===== src/rtl/tmr_svc_pkg.sv =====
package tmr_svc_pkg;
   localparam int unsigned REG_W    = 32;
   localparam int unsigned RLD_POS  = 30;
   localparam int unsigned STAT_POS = 31;

   function automatic int unsigned en_word(input int unsigned ndma);
      return ndma;
   endfunction

   function automatic int unsigned flag_word(input int unsigned ndma);
      return ndma + 1;
   endfunction
endpackage


===== src/rtl/tmr_svc_flags.sv =====
module tmr_svc_flags #(
   parameter int unsigned NUM_EVENTS = 16
) (
   input  logic                  clk,
   input  logic                  rst_n,
   input  logic [NUM_EVENTS-1:0] evt_i,
   input  logic                  en_wr_i,
   input  logic                  flag_wr_i,
   input  logic [NUM_EVENTS-1:0] wbits_i,
   output logic [NUM_EVENTS-1:0] en_o,
   output logic [NUM_EVENTS-1:0] flag_o,
   output logic                  irq_o
);
   logic [NUM_EVENTS-1:0] en_q, flag_q, clr_mask, flag_d;

   // A clearing write and a same-cycle strobe: the strobe wins.
   assign clr_mask = flag_wr_i ? wbits_i : '0;
   assign flag_d   = (flag_q & ~clr_mask) | evt_i;

   always_ff @(posedge clk) begin
      if (!rst_n) begin
         en_q   <= '0;
         flag_q <= '0;
      end else begin
         flag_q <= flag_d;
         if (en_wr_i) en_q <= wbits_i;
      end
   end

   assign en_o   = en_q;
   assign flag_o = flag_q;
   assign irq_o  = |(en_q & flag_q);
endmodule


===== src/rtl/tmr_svc_dma_chan.sv =====
module tmr_svc_dma_chan #(
   parameter int unsigned NUM_EVENTS = 16
) (
   input  logic                  clk,
   input  logic                  rst_n,
   input  logic [NUM_EVENTS-1:0] evt_i,
   input  logic                  reload_i,
   input  logic                  ack_i,
   input  logic                  cfg_wr_i,
   input  logic [NUM_EVENTS-1:0] mask_wdata_i,
   input  logic                  rld_wdata_i,
   output logic [NUM_EVENTS-1:0] mask_o,
   output logic                  rld_en_o,
   output logic                  pend_o
);
   logic [NUM_EVENTS-1:0] mask_q;
   logic                  rld_q, pend_q, trig;

   assign trig = (|(evt_i & mask_q)) | (reload_i & rld_q);

   always_ff @(posedge clk) begin
      if (!rst_n) begin
         mask_q <= '0;
         rld_q  <= 1'b0;
         pend_q <= 1'b0;
      end else begin
         if (cfg_wr_i) begin
            mask_q <= mask_wdata_i;
            rld_q  <= rld_wdata_i;
         end
         if (trig)       pend_q <= 1'b1;
         else if (ack_i) pend_q <= 1'b0;
      end
   end

   assign mask_o   = mask_q;
   assign rld_en_o = rld_q;
   assign pend_o   = pend_q;
endmodule


===== src/rtl/tmr_svc_regif.sv =====
module tmr_svc_regif
   import tmr_svc_pkg::*;
#(
   parameter int unsigned NUM_EVENTS = 16,
   parameter int unsigned NUM_DMA    = 2,
   parameter int unsigned ADDR_W     = 2
) (
   input  logic                               wr_en_i,
   input  logic [ADDR_W-1:0]                  addr_i,
   input  logic [REG_W-1:0]                   wdata_i,
   input  logic [NUM_DMA-1:0][NUM_EVENTS-1:0] dma_mask_i,
   input  logic [NUM_DMA-1:0]                 dma_rld_i,
   input  logic [NUM_DMA-1:0]                 dma_pend_i,
   input  logic [NUM_EVENTS-1:0]              en_i,
   input  logic [NUM_EVENTS-1:0]              flag_i,
   output logic [NUM_DMA-1:0]                 dma_wr_o,
   output logic                               en_wr_o,
   output logic                               flag_wr_o,
   output logic [NUM_EVENTS-1:0]              evbits_o,
   output logic                               rld_bit_o,
   output logic [REG_W-1:0]                   rdata_o
);
   localparam int unsigned NWORDS = NUM_DMA + 2;

   logic [REG_W-1:0] words [NWORDS];
   logic             unused_wbits;

   assign evbits_o     = wdata_i[NUM_EVENTS-1:0];
   assign rld_bit_o    = wdata_i[RLD_POS];
   assign unused_wbits = ^{wdata_i[STAT_POS], wdata_i[RLD_POS-1:NUM_EVENTS]};

   assign en_wr_o   = wr_en_i && (32'(addr_i) == en_word(NUM_DMA));
   assign flag_wr_o = wr_en_i && (32'(addr_i) == flag_word(NUM_DMA));

   for (genvar k = 0; k < NUM_DMA; k++) begin : g_chan_word
      assign dma_wr_o[k] = wr_en_i && (32'(addr_i) == k);
      always_comb begin
         words[k]                 = '0;
         words[k][NUM_EVENTS-1:0] = dma_mask_i[k];
         words[k][RLD_POS]        = dma_rld_i[k];
         words[k][STAT_POS]       = dma_pend_i[k];
      end
   end

   always_comb begin
      words[NUM_DMA]                       = '0;
      words[NUM_DMA][NUM_EVENTS-1:0]       = en_i;
      words[NUM_DMA + 1]                   = '0;
      words[NUM_DMA + 1][NUM_EVENTS-1:0]   = flag_i;
   end

   always_comb begin
      rdata_o = '0;
      for (int i = 0; i < NWORDS; i++) begin
         if (32'(addr_i) == i) rdata_o = words[i];
      end
   end
endmodule


===== src/rtl/tmr_svc_req.sv =====
module tmr_svc_req
   import tmr_svc_pkg::*;
#(
   parameter int unsigned NUM_EVENTS = 16,
   parameter int unsigned NUM_DMA    = 2,
   parameter int unsigned ADDR_W     = $clog2(NUM_DMA + 2)
) (
   input  logic                  clk,
   input  logic                  rst_n,
   input  logic [NUM_EVENTS-1:0] evt_i,
   input  logic                  reload_i,
   input  logic [NUM_DMA-1:0]    dma_ack_i,
   input  logic                  wr_en_i,
   input  logic [ADDR_W-1:0]     addr_i,
   input  logic [REG_W-1:0]      wdata_i,
   output logic [REG_W-1:0]      rdata_o,
   output logic                  irq_o,
   output logic [NUM_DMA-1:0]    dma_req_o
);
   if (NUM_EVENTS < 1 || NUM_EVENTS >= RLD_POS) begin : g_bad_events
      initial $fatal(1, "NUM_EVENTS must lie in 1..29");
   end
   if (NUM_DMA < 1) begin : g_bad_dma
      initial $fatal(1, "NUM_DMA must be at least 1");
   end
   if ((1 << ADDR_W) < NUM_DMA + 2) begin : g_bad_addr
      initial $fatal(1, "ADDR_W too narrow for the register words");
   end

   logic [NUM_DMA-1:0][NUM_EVENTS-1:0] dma_mask;
   logic [NUM_DMA-1:0]                 dma_rld, dma_pend, dma_wr;
   logic [NUM_EVENTS-1:0]              en_q, flag_q, evbits;
   logic                               en_wr, flag_wr, rld_bit;

   tmr_svc_regif #(
      .NUM_EVENTS(NUM_EVENTS), .NUM_DMA(NUM_DMA), .ADDR_W(ADDR_W)
   ) u_regif (
      .wr_en_i   (wr_en_i),
      .addr_i    (addr_i),
      .wdata_i   (wdata_i),
      .dma_mask_i(dma_mask),
      .dma_rld_i (dma_rld),
      .dma_pend_i(dma_pend),
      .en_i      (en_q),
      .flag_i    (flag_q),
      .dma_wr_o  (dma_wr),
      .en_wr_o   (en_wr),
      .flag_wr_o (flag_wr),
      .evbits_o  (evbits),
      .rld_bit_o (rld_bit),
      .rdata_o   (rdata_o)
   );

   tmr_svc_flags #(.NUM_EVENTS(NUM_EVENTS)) u_flags (
      .clk      (clk),
      .rst_n    (rst_n),
      .evt_i    (evt_i),
      .en_wr_i  (en_wr),
      .flag_wr_i(flag_wr),
      .wbits_i  (evbits),
      .en_o     (en_q),
      .flag_o   (flag_q),
      .irq_o    (irq_o)
   );

   for (genvar k = 0; k < NUM_DMA; k++) begin : g_dma
      tmr_svc_dma_chan #(.NUM_EVENTS(NUM_EVENTS)) u_chan (
         .clk         (clk),
         .rst_n       (rst_n),
         .evt_i       (evt_i),
         .reload_i    (reload_i),
         .ack_i       (dma_ack_i[k]),
         .cfg_wr_i    (dma_wr[k]),
         .mask_wdata_i(evbits),
         .rld_wdata_i (rld_bit),
         .mask_o      (dma_mask[k]),
         .rld_en_o    (dma_rld[k]),
         .pend_o      (dma_pend[k])
      );
   end

   assign dma_req_o = dma_pend;
endmodule


===== config.mk =====
export PLATFORM = sky130hd
export DESIGN_NAME = tmr_svc_req
export DESIGN_NICKNAME = d
export VERILOG_FILES = /design/src/rtl/tmr_svc_pkg.sv /design/src/rtl/tmr_svc_flags.sv /design/src/rtl/tmr_svc_dma_chan.sv /design/src/rtl/tmr_svc_regif.sv /design/src/rtl/tmr_svc_req.sv
export SDC_FILE = /design/constraint.sdc
export NUM_CORES = 1
export LEC_CHECK = 0
export BUFFER_PORTS_ARGS = -buffer_cell sky130_fd_sc_hd__buf_2
export CAP_MARGIN = 0
export CORE_MARGIN = 2
export CORE_UTILIZATION = 35
export CTS_BUF_LIST = sky130_fd_sc_hd__clkbuf_8 sky130_fd_sc_hd__clkbuf_16
export DETAILED_ROUTE_END_ITERATION = 7
export GPL_ROUTABILITY_DRIVEN = 0
export PLACE_DENSITY = 0.68
export SYNTH_ARGS = -nofsm -noshare
export SYNTH_HDL_FRONTEND = slang
export SYNTH_SLANG_ARGS = --single-unit

===== constraint.sdc =====
create_clock -name clk -period 2.2 [get_ports clk]
set_input_delay 0.66 -clock clk [delete_from_list [all_inputs] [get_ports clk]]
set_output_delay 0.66 -clock clk [all_outputs]
set_load 0.005 [all_outputs]

==> run_results.csv, run 1 <==
group,metric,value,unit
synthesis,syn_avg_cell_area,9.184,um2
sta,rsz0062_at_grt,"yes",
global_routing,grt_max_degree,69,
global_routing,grt_pass1_wl,15360,um
setup_path,worst-endpoint-arrival,1.57,ns
power,leakage,1.614,nW
finish,ff_latch_area,1361,um2
clock_tree,numCtsBuffers,9,
route,vias,2958,
synthesis,async_reset_ff_share,0,%
synthesis,syn_area,3398,um2
route,antenna_left,0,
setup_path,r2r_end,"g_dma[0].u_chan.pend_o",
finish,final_nets,494,
status,outcome,"complete, but fails checks",
clock_tree,cts_tree,"yes",
setup_path,reg2reg_from,"g_dma[0].u_chan.mask_o[14]",
setup_path,worstSetupEndpointType,"output port",
finish,drive_gt1_share,29.57,%
die,core,9328,um2
route,drc,0,
synthesis,synth.distinct_cells,29,
place,place_ws,-0.2178,ns
clock_tree,cts_root_buf,"clkbuf_8",
setup_path,worstSetupEndpoint,"rdata_o[15]",
synthesis,synthCells,370,
place,hpwl,7352,um
global_routing,track_usage,19.63,%
clock_tree,h-tree-depth,3,
synthesis,ys_ff_latch,68,
finish,final_common_cell,"nand2_1",
power,ir_drop,310.0,uV
sta,maxSlewViolCount,0,
sta,timing.final.ws_setup,-0.02810,ns
sta,hold_viol,0,
die,dieHeight,102.5,um
clock_tree,clkTransAtPathRegs,0.08,ns
clock_tree,clk_latency,0.34,ns
finish,layout.cells.non_filler,572,
finish,diodes,0,
synthesis,synth_edf_count,0,
die,dieArea,10510,um2
setup_path,worstPathMaxFanout,7,
synthesis,ys.flop_type,"dfxtp_1",
status,violations,"setup timing",
finish,final_cell_mix,"nand2_1, dfxtp_1, buf_2",
clock_tree,clock_sinks,68,
sta,min_period,2.228,ns
global_routing,overflow,0,
power,pwr_density_cell,644.0,nW/um2
flow_run,maxCapViolations,0,
setup_path,crit_type,"in2out",
global_routing,grt_use_met3,3.864,%
route,wirelength,10150,um
global_routing,grt-busiest-layer,"met2",
setup_path,r2r_cells,4,
setup_path,reg2reg_slack,0.88,ns
sta,fin_hold_ws,0.4798,ns
setup_path,worstSetupStartpointType,"input port",
route,viasPerCell,5.171,
route,first_iter_violations,183,
sta,max_freq,448.8,MHz
die,dieWidth,102.5,um
die,design.portCount,91,
synthesis,ys_warn_count,0,
die,start_util,36.43,%
die,placementRows,35,
finish,fillers,934,
global_routing,grt_pass1_vias,2849,
global_routing,antenna_found_initial,0,
route,wl_per_cell,17.75,um
sta,setup_tns,-0.1375,ns
synthesis,seq_area_frac_synth,40.06,%
global_routing,gr-usage-met1,24.89,%
setup_path,startpoint,"addr_i[0]",
sta,setup_viol,9,
sta,fin_skew,0.004477,ns
finish,synthToLayoutAreaGrowth,20.99,%
place,dp_cells,553,
finish,multi_input_area,1834,um2
sta,post-route-period-util,101.3,%
global_routing,grtUsageMet2,32.88,%
place,placement.io_buffers,61,
clock_tree,clock_path_buffers,2,
hold_path,hp-class,"reg2reg",
setup_path,crit_required,1.54,ns
route,drt_pre_antenna_iters,4,
-- registers in the layout, summed over array words and instances, names as in the netlist --
| name | cells |
|---|---|
| g_dma.u_chan.mask_o | 32 |
| g_dma.u_chan.pend_o | 2 |
| g_dma.u_chan.rld_en_o | 2 |
| u_flags.en_o | 16 |
| u_flags.flag_o | 16 |
-- worst max-delay path, cell delays in order --
cell	delay, ns
buf_12	0.12
buf_12	0.13
mux4_2	0.51
buf_2	0.15
-- repair_timing --
action | in CTS | in global routing
resized for setup | 12 | 5
pin swaps | 0 | 1
hold buffers | 0 | 0
setup buffers | 1 | 1
gates cloned | 1 | 0
hold endpoints to repair | 0 | 0
setup endpoints to repair | 18 | 13
-- layer usage --
metal,part of all wire [%],up-vias
li1,-,1399
met1,41,1417
met2,50,124
met3,7.5,18
met4,2.0,0
met5,0,-
-- logic make-up (layout without fill, tap and decap cells) --
family | after synthesis | count (layout) | share of synthesized area, %
flip-flops | 68 | 68 | 40.06
other | 1 | 14 | 0.1104
multiplexers | 18 | 18 | 11.63
AND/OR/NAND/NOR | 149 | 149 | 19.26
buffers and inverters | 40 | 100 | 7.805
AO/OA/AOI/OAI | 94 | 94 | 21.13
-- stage by stage --
step                      total power [mW]  cell area (um2)  utilization, %
after detailed placement             1.735             3849           41.26
after CTS                            2.641             4074           43.68
after global routing                 2.738             4111           44.08
after global placement               1.724             3849           41.26
final                                2.648             4111           44.08
after floorplan                      1.580             3452               -
-- how the worst min path moves through the flow --
| stage | start | end | slack (ns) | cells past startpoint |
|---|---|---|---|---|
| 2_1_floorplan | g_dma[1].u_chan.mask_o[1] | g_dma[1].u_chan.mask_o[1] | 0.45 | 2 |
| 3_3_place_gp | g_dma[1].u_chan.mask_o[1] | g_dma[1].u_chan.mask_o[1] | 0.46 | 2 |
| 3_5_place_dp | g_dma[1].u_chan.mask_o[4] | g_dma[1].u_chan.mask_o[4] | 0.47 | 2 |
| 4_1_cts | g_dma[1].u_chan.mask_o[4] | g_dma[1].u_chan.mask_o[4] | 0.48 | 2 |
| 5_1_grt | g_dma[1].u_chan.mask_o[4] | g_dma[1].u_chan.mask_o[4] | 0.50 | 2 |
| 6_report | g_dma[1].u_chan.mask_o[4] | g_dma[1].u_chan.mask_o[4] | 0.48 | 2 |
-- synth_stat cells, types with 4 or more instances --
library cell / number / area [um2]
nand2_1: 117 / 439.2
dfxtp_1: 68 / 1361
a21boi_0: 40 / 300.3
a21oi_1: 18 / 90.09
nor2b_1: 18 / 112.6
buf_4: 17 / 127.6
mux4_2: 12 / 270.3
a21boi_2: 10 / 112.6
buf_2: 10 / 50.05
a221oi_1: 8 / 70.07
a22o_1: 8 / 70.07
a22oi_1: 8 / 60.06
clkbuf_1: 7 / 26.28
buf_6: 5 / 56.30
mux4_1: 4 / 105.1
-- final cells by class --
type / instances / area share, %
multi-input cells: 275 / 44.61
flip-flops and latches: 68 / 33.11
repair buffers: 84 / 14.21
well taps: 129 / 3.926
clock buffers: 10 / 3.348
clock inverters: 6 / 0.7912
-- power breakdown --
part           internal, mW  switching (mW)  total (mW)
Combinational         0.194           0.197       0.391
Sequential             1.29          0.0542        1.34
Clock                 0.428           0.487       0.915
Power figures use the tool's default switching activity.
==> run 2: changes to the inputs <==
--- a/config.mk
+++ b/config.mk
@@ -7,7 +7,7 @@
 export LEC_CHECK = 0
 export BUFFER_PORTS_ARGS = -buffer_cell sky130_fd_sc_hd__buf_2
 export CAP_MARGIN = 0
-export CORE_MARGIN = 2
+export CORE_MARGIN = 1.5
 export CORE_UTILIZATION = 35
 export CTS_BUF_LIST = sky130_fd_sc_hd__clkbuf_8 sky130_fd_sc_hd__clkbuf_16
 export DETAILED_ROUTE_END_ITERATION = 7
==> run_results.csv, run 2 (synthesized netlist as in run 1, its figures left out) <==
group,metric,value,unit
status,outcome,"finished clean",
power,pwr_density_cell,638.8,nW/um2
die,placementRows,35,
setup_path,worstSetupEndpointType,"output port",
global_routing,grt_pass1_vias,2852,
clock_tree,h-tree-depth,3,
setup_path,path_delay_family,"multiplexers",
setup_path,crit_required,1.54,ns
clock_tree,cts_root_buf,"clkbuf_8",
die,dieHeight,101.5,um
clock_tree,clock_sinks,68,
route,drc,0,
finish,final_common_cell,"nand2_1",
route,wirelength,9921,um
sta,min_period,2.200,ns
die,dieWidth,101.5,um
setup_path,crit_path_top_delay_cell,"mux4_2",
sta,post-route-period-util,99.98,%
place,hpwl,7337,um
clock_tree,clkTransAtPathRegs,0.07,ns
flow_run,maxCapViolations,0,
finish,drive_gt1_share,28.73,%
power,intPower,1.932,mW
setup_path,crit_type,"in2out",
power,power.clock.fraction,34.2,%
setup_path,crit_path_cell_trace,"buf_16, buf_12, mux4_2, buf_2",
finish,fin_util,43.97,%
finish,synthToLayoutAreaGrowth,20.69,%
place,placement.io_buffers,61,
route,wl_per_cell,17.37,um
sta,maxSlewViolCount,0,
route,viasPerCell,5.186,
finish,diodes,0,
power,p_comb_share,14.7,%
global_routing,grt_pass1_wl,15440,um
sta,max_freq,454.6,MHz
finish,final_cell_mix,"nand2_1, dfxtp_1, buf_2",
die,start_util,36.43,%
place,dp_cells,553,
sta,rsz0062_at_grt,"yes",
setup_path,cp.buffers_inverters,3,
clock_tree,numCtsBuffers,9,
die,dieArea,10310,um2
setup_path,worstPathMaxFanout,5,
clock_tree,cts_tree,"yes",
power,pwr-share-seq,51.1,%
hold_path,hp-class,"reg2reg",
power,ir_drop,264.8,uV
sta,hold_viol,0,
route,antenna_left,0,
finish,largest_reg_flops,32,
route,first_iter_violations,181,
die,core,9328,um2
route,vias,2961,
global_routing,grt_max_degree,41,
finish,layout.cells.non_filler,571,
route,drt_pre_antenna_iters,4,
sta,fin_skew,0.007967,ns
die,design.portCount,91,
power,leakage,1.634,nW
sta,setup_tns,0,ns
sta,setup_viol,0,
global_routing,antenna_found_initial,0,
sta,fin_hold_ws,0.4793,ns
power,swShare,26.28,%
setup_path,worst-endpoint-arrival,1.54,ns
clock_tree,clk_latency,0.34,ns
clock_tree,clock_path_buffers,2,
power,switching_power,688.5,uW
global_routing,track_usage,20.04,%
setup_path,worstSetupStartpointType,"input port",
global_routing,overflow,0,
finish,fillers,936,
finish,final_nets,494,
setup_path,slowest_delay,0.50,ns
[run 2: changes by cell type in the layout (fill, tap and decap cells not counted)]
cell	previous run	this run
buf_12	6	3
mux4_2	15	12
clkbuf_16	0	1
clkinvlp_4	2	0
mux4_1	1	4
buf_4	18	20
clkbuf_8	10	11
[run 2: area by class of cell]
class | instances | area, um2 | share of cell area (%)
Timing Repair Buffer | 84 | 564.3 | 13.76
Multi-Input combinational cell | 275 | 1846 | 45.00
Clock buffer | 11 | 151.4 | 3.691
Tap cell | 129 | 161.4 | 3.935
Clock inverter | 4 | 17.52 | 0.4271
Sequential cell | 68 | 1361 | 33.19
[run 2: final timing paths]
| check | to | slack, ns | startpoint | cells past startpoint |
|---|---|---|---|---|
| worst max-delay path | rdata_o[9] | 0.0005 | addr_i[0] | 4 |
| worst min-delay path | g_dma[0].u_chan.mask_o[2] | 0.48 | g_dma[0].u_chan.mask_o[2] | 2 |
| worst min register to register | g_dma[0].u_chan.mask_o[2] | 0.48 | g_dma[0].u_chan.mask_o[2] | 2 |
| worst max register to register | g_dma[0].u_chan.pend_o | 0.92 | g_dma[0].u_chan.mask_o[3] | 4 |
[run 2: through the flow]
| step | setup slack, ns | total power [mW] | area (um2) |
|---|---|---|---|
| after detailed placement | -0.3170 | 1.730 | 3836 |
| after CTS | -0.01993 | 2.630 | 4058 |
| after global placement | -0.3177 | 1.721 | 3836 |
| after global routing | -0.02246 | 2.742 | 4101 |
| after floorplan | 0.02895 | 1.580 | 3452 |
| final | 0.0004854 | 2.620 | 4101 |
[run 2: power by group through the flow]
stage | Clock (mW) | Combinational (mW) | Sequential, mW
final | 0.897 | 0.385 | 1.34
after global placement | 0 | 0.361 | 1.36
after CTS | 0.917 | 0.377 | 1.34
after detailed placement | 0 | 0.368 | 1.36
after global routing | 0.980 | 0.418 | 1.34
after floorplan | 0 | 0.236 | 1.34
[run 2: routing by layer]
metal | vias to the layer above | GRT usage [%] | share of wire (%)
met1 | 1444 | 26.49 | 43
met5 | - | 0 | 0
met2 | 104 | 32.56 | 48
met4 | 0 | 5.235 | 1.7
li1 | 1399 | - | -
met3 | 14 | 5.245 | 6.9
[run 2: repair_timing]
item | 4_1_cts | 5_1_grt
hold endpoints to repair | 0 | 0
gates resized for setup | 8 | 3
hold buffers | 0 | 0
gates cloned | 0 | 1
pin swaps | 0 | 1
endpoints found under the setup margin | 19 | 13
buffers inserted | 2 | 0
[run 2: worst min-delay path, cell delays in order (launching register included)]
cell and delay [ns]:
dfxtp_1 0.32, nand2_1 0.05, a21boi_0 0.06
==> run 3: changes to the inputs <==
--- a/config.mk
+++ b/config.mk
@@ -7,6 +7,7 @@
 export LEC_CHECK = 0
 export BUFFER_PORTS_ARGS = -buffer_cell sky130_fd_sc_hd__buf_2
 export CAP_MARGIN = 0
+export CORE_ASPECT_RATIO = 0.9
 export CORE_MARGIN = 1.5
 export CORE_UTILIZATION = 35
 export CTS_BUF_LIST = sky130_fd_sc_hd__clkbuf_8 sky130_fd_sc_hd__clkbuf_16
==> run_results.csv, run 3 (synthesized netlist as in run 1, its figures left out) <==
group,metric,value,unit
global_routing,antenna_found_initial,0,
setup_path,startpoint,"addr_i[0]",
clock_tree,clkTransAtPathRegs,0.07,ns
finish,fillers,908,
route,viasPerCell,5.216,
die,dieWidth,106.9,um
clock_tree,h-tree-depth,3,
die,start_util,36.58,%
sta,post-route-period-util,101.4,%
status,violations,"setup timing",
clock_tree,numCtsBuffers,9,
setup_path,worstSetupEndpointType,"output port",
clock_tree,cts_root_buf,"clkbuf_8",
finish,final_cell_mix,"nand2_1, dfxtp_1, buf_2",
finish,final_common_cell,"nand2_1",
die,design.portCount,91,
setup_path,worst-endpoint-arrival,1.57,ns
clock_tree,clk_latency,0.35,ns
clock_tree,ctsHoldBuffers,0,
sta,rsz0062_at_grt,"yes",
place,dp_cells,544,
place,hpwl,6994,um
clock_tree,clock_sinks,68,
global_routing,grt_pass1_vias,2882,
finish,largest_reg_flops,32,
route,drc,0,
finish,final_nets,493,
sta,fin_skew,0.01133,ns
route,first_iter_violations,235,
finish,drive_gt1_share,29.19,%
die,dieHeight,96.48,um
global_routing,track_usage,20.36,%
sta,fin_hold_ws,0.4794,ns
route,wirelength,9978,um
die,placementRows,33,
sta,min_period,2.231,ns
hold_path,min_from,"u_flags.en_o[8]",
finish,final_area,4129,um2
setup_path,crit_required,1.54,ns
setup_path,r2r_cells,4,
sta,setup_viol,2,
clock_tree,clock_path_buffers,2,
route,drt_pre_antenna_iters,7,
setup_path,worstSetupStartpointType,"input port",
power,leakage,1.647,nW
sta,max_freq,448.2,MHz
power,ir_drop,236.2,uV
setup_path,worstPathMaxFanout,6,
status,outcome,"complete, but fails checks",
sta,hold_viol,0,
place,placement.io_buffers,61,
finish,fin_util,44.44,%
flow_run,maxCapViolations,0,
place,placed_area,3812,um2
finish,synthToLayoutAreaGrowth,21.50,%
route,vias,2942,
die,core,9290,um2
setup_path,reg2reg_from,"g_dma[0].u_chan.mask_o[3]",
sta,timing.final.ws_setup,-0.03134,ns
route,wl_per_cell,17.69,um
setup_path,crit_type,"in2out",
sta,maxSlewViolCount,0,
hold_path,hp-class,"reg2reg",
power,report.power.total,2.781,mW
power,pwr_density_cell,673.5,nW/um2
sta,setup_tns,-0.04203,ns
global_routing,grt_pass1_wl,15570,um
global_routing,grt_max_degree,69,
global_routing,overflow,0,
place,place_ws,-0.3488,ns
hold_path,hold_path_depth,2,
clock_tree,cts_tree,"yes",
die,dieArea,10310,um2
finish,layout.cells.non_filler,564,
finish,diodes,0,
route,antenna_left,0,
run 3: routing by layer:
layer | routed length, um | up-vias | GRT usage [%]
met4 | 63 | 0 | 5.111
li1 | - | 1403 | -
met2 | 4702 | 111 | 33.71
met5 | 0 | - | 0
met3 | 897 | 6 | 5.433
met1 | 4314 | 1422 | 26.61
run 3: power breakdown:
part	switching, mW	internal (mW)	total, mW
logic	0.195	0.193	0.388
registers	0.0487	1.29	1.34
clock network	0.479	0.577	1.06
run 3: worst paths after layout:
kind | to | slack (ns)
hold reg to reg | u_flags.en_o[8] | 0.48
setup reg to reg | g_dma[0].u_chan.pend_o | 0.89
setup / recovery | rdata_o[9] | -0.03
hold / removal | u_flags.en_o[8] | 0.48
run 3: critical path: stages:
cell	delay, ns
buf_16	0.11
buf_12	0.13
mux4_2	0.51
buf_2	0.15
run 3: what timing repair did:
item	CTS	global route
pin swaps	0	2
resized for setup	7	6
setup buffers	2	1
cloned	1	0
setup endpoints to repair	19	14
run 3: layout make-up:
type / count / area (um2) / share of cell area [%]
tap: 122 / 152.6 / 3.697
clock inverter: 5 / 51.30 / 1.242
sequential: 68 / 1363 / 33.00
multi-input combinational: 275 / 1846 / 44.70
clock buffer: 11 / 151.4 / 3.667
timing repair buffer: 83 / 565.5 / 13.70
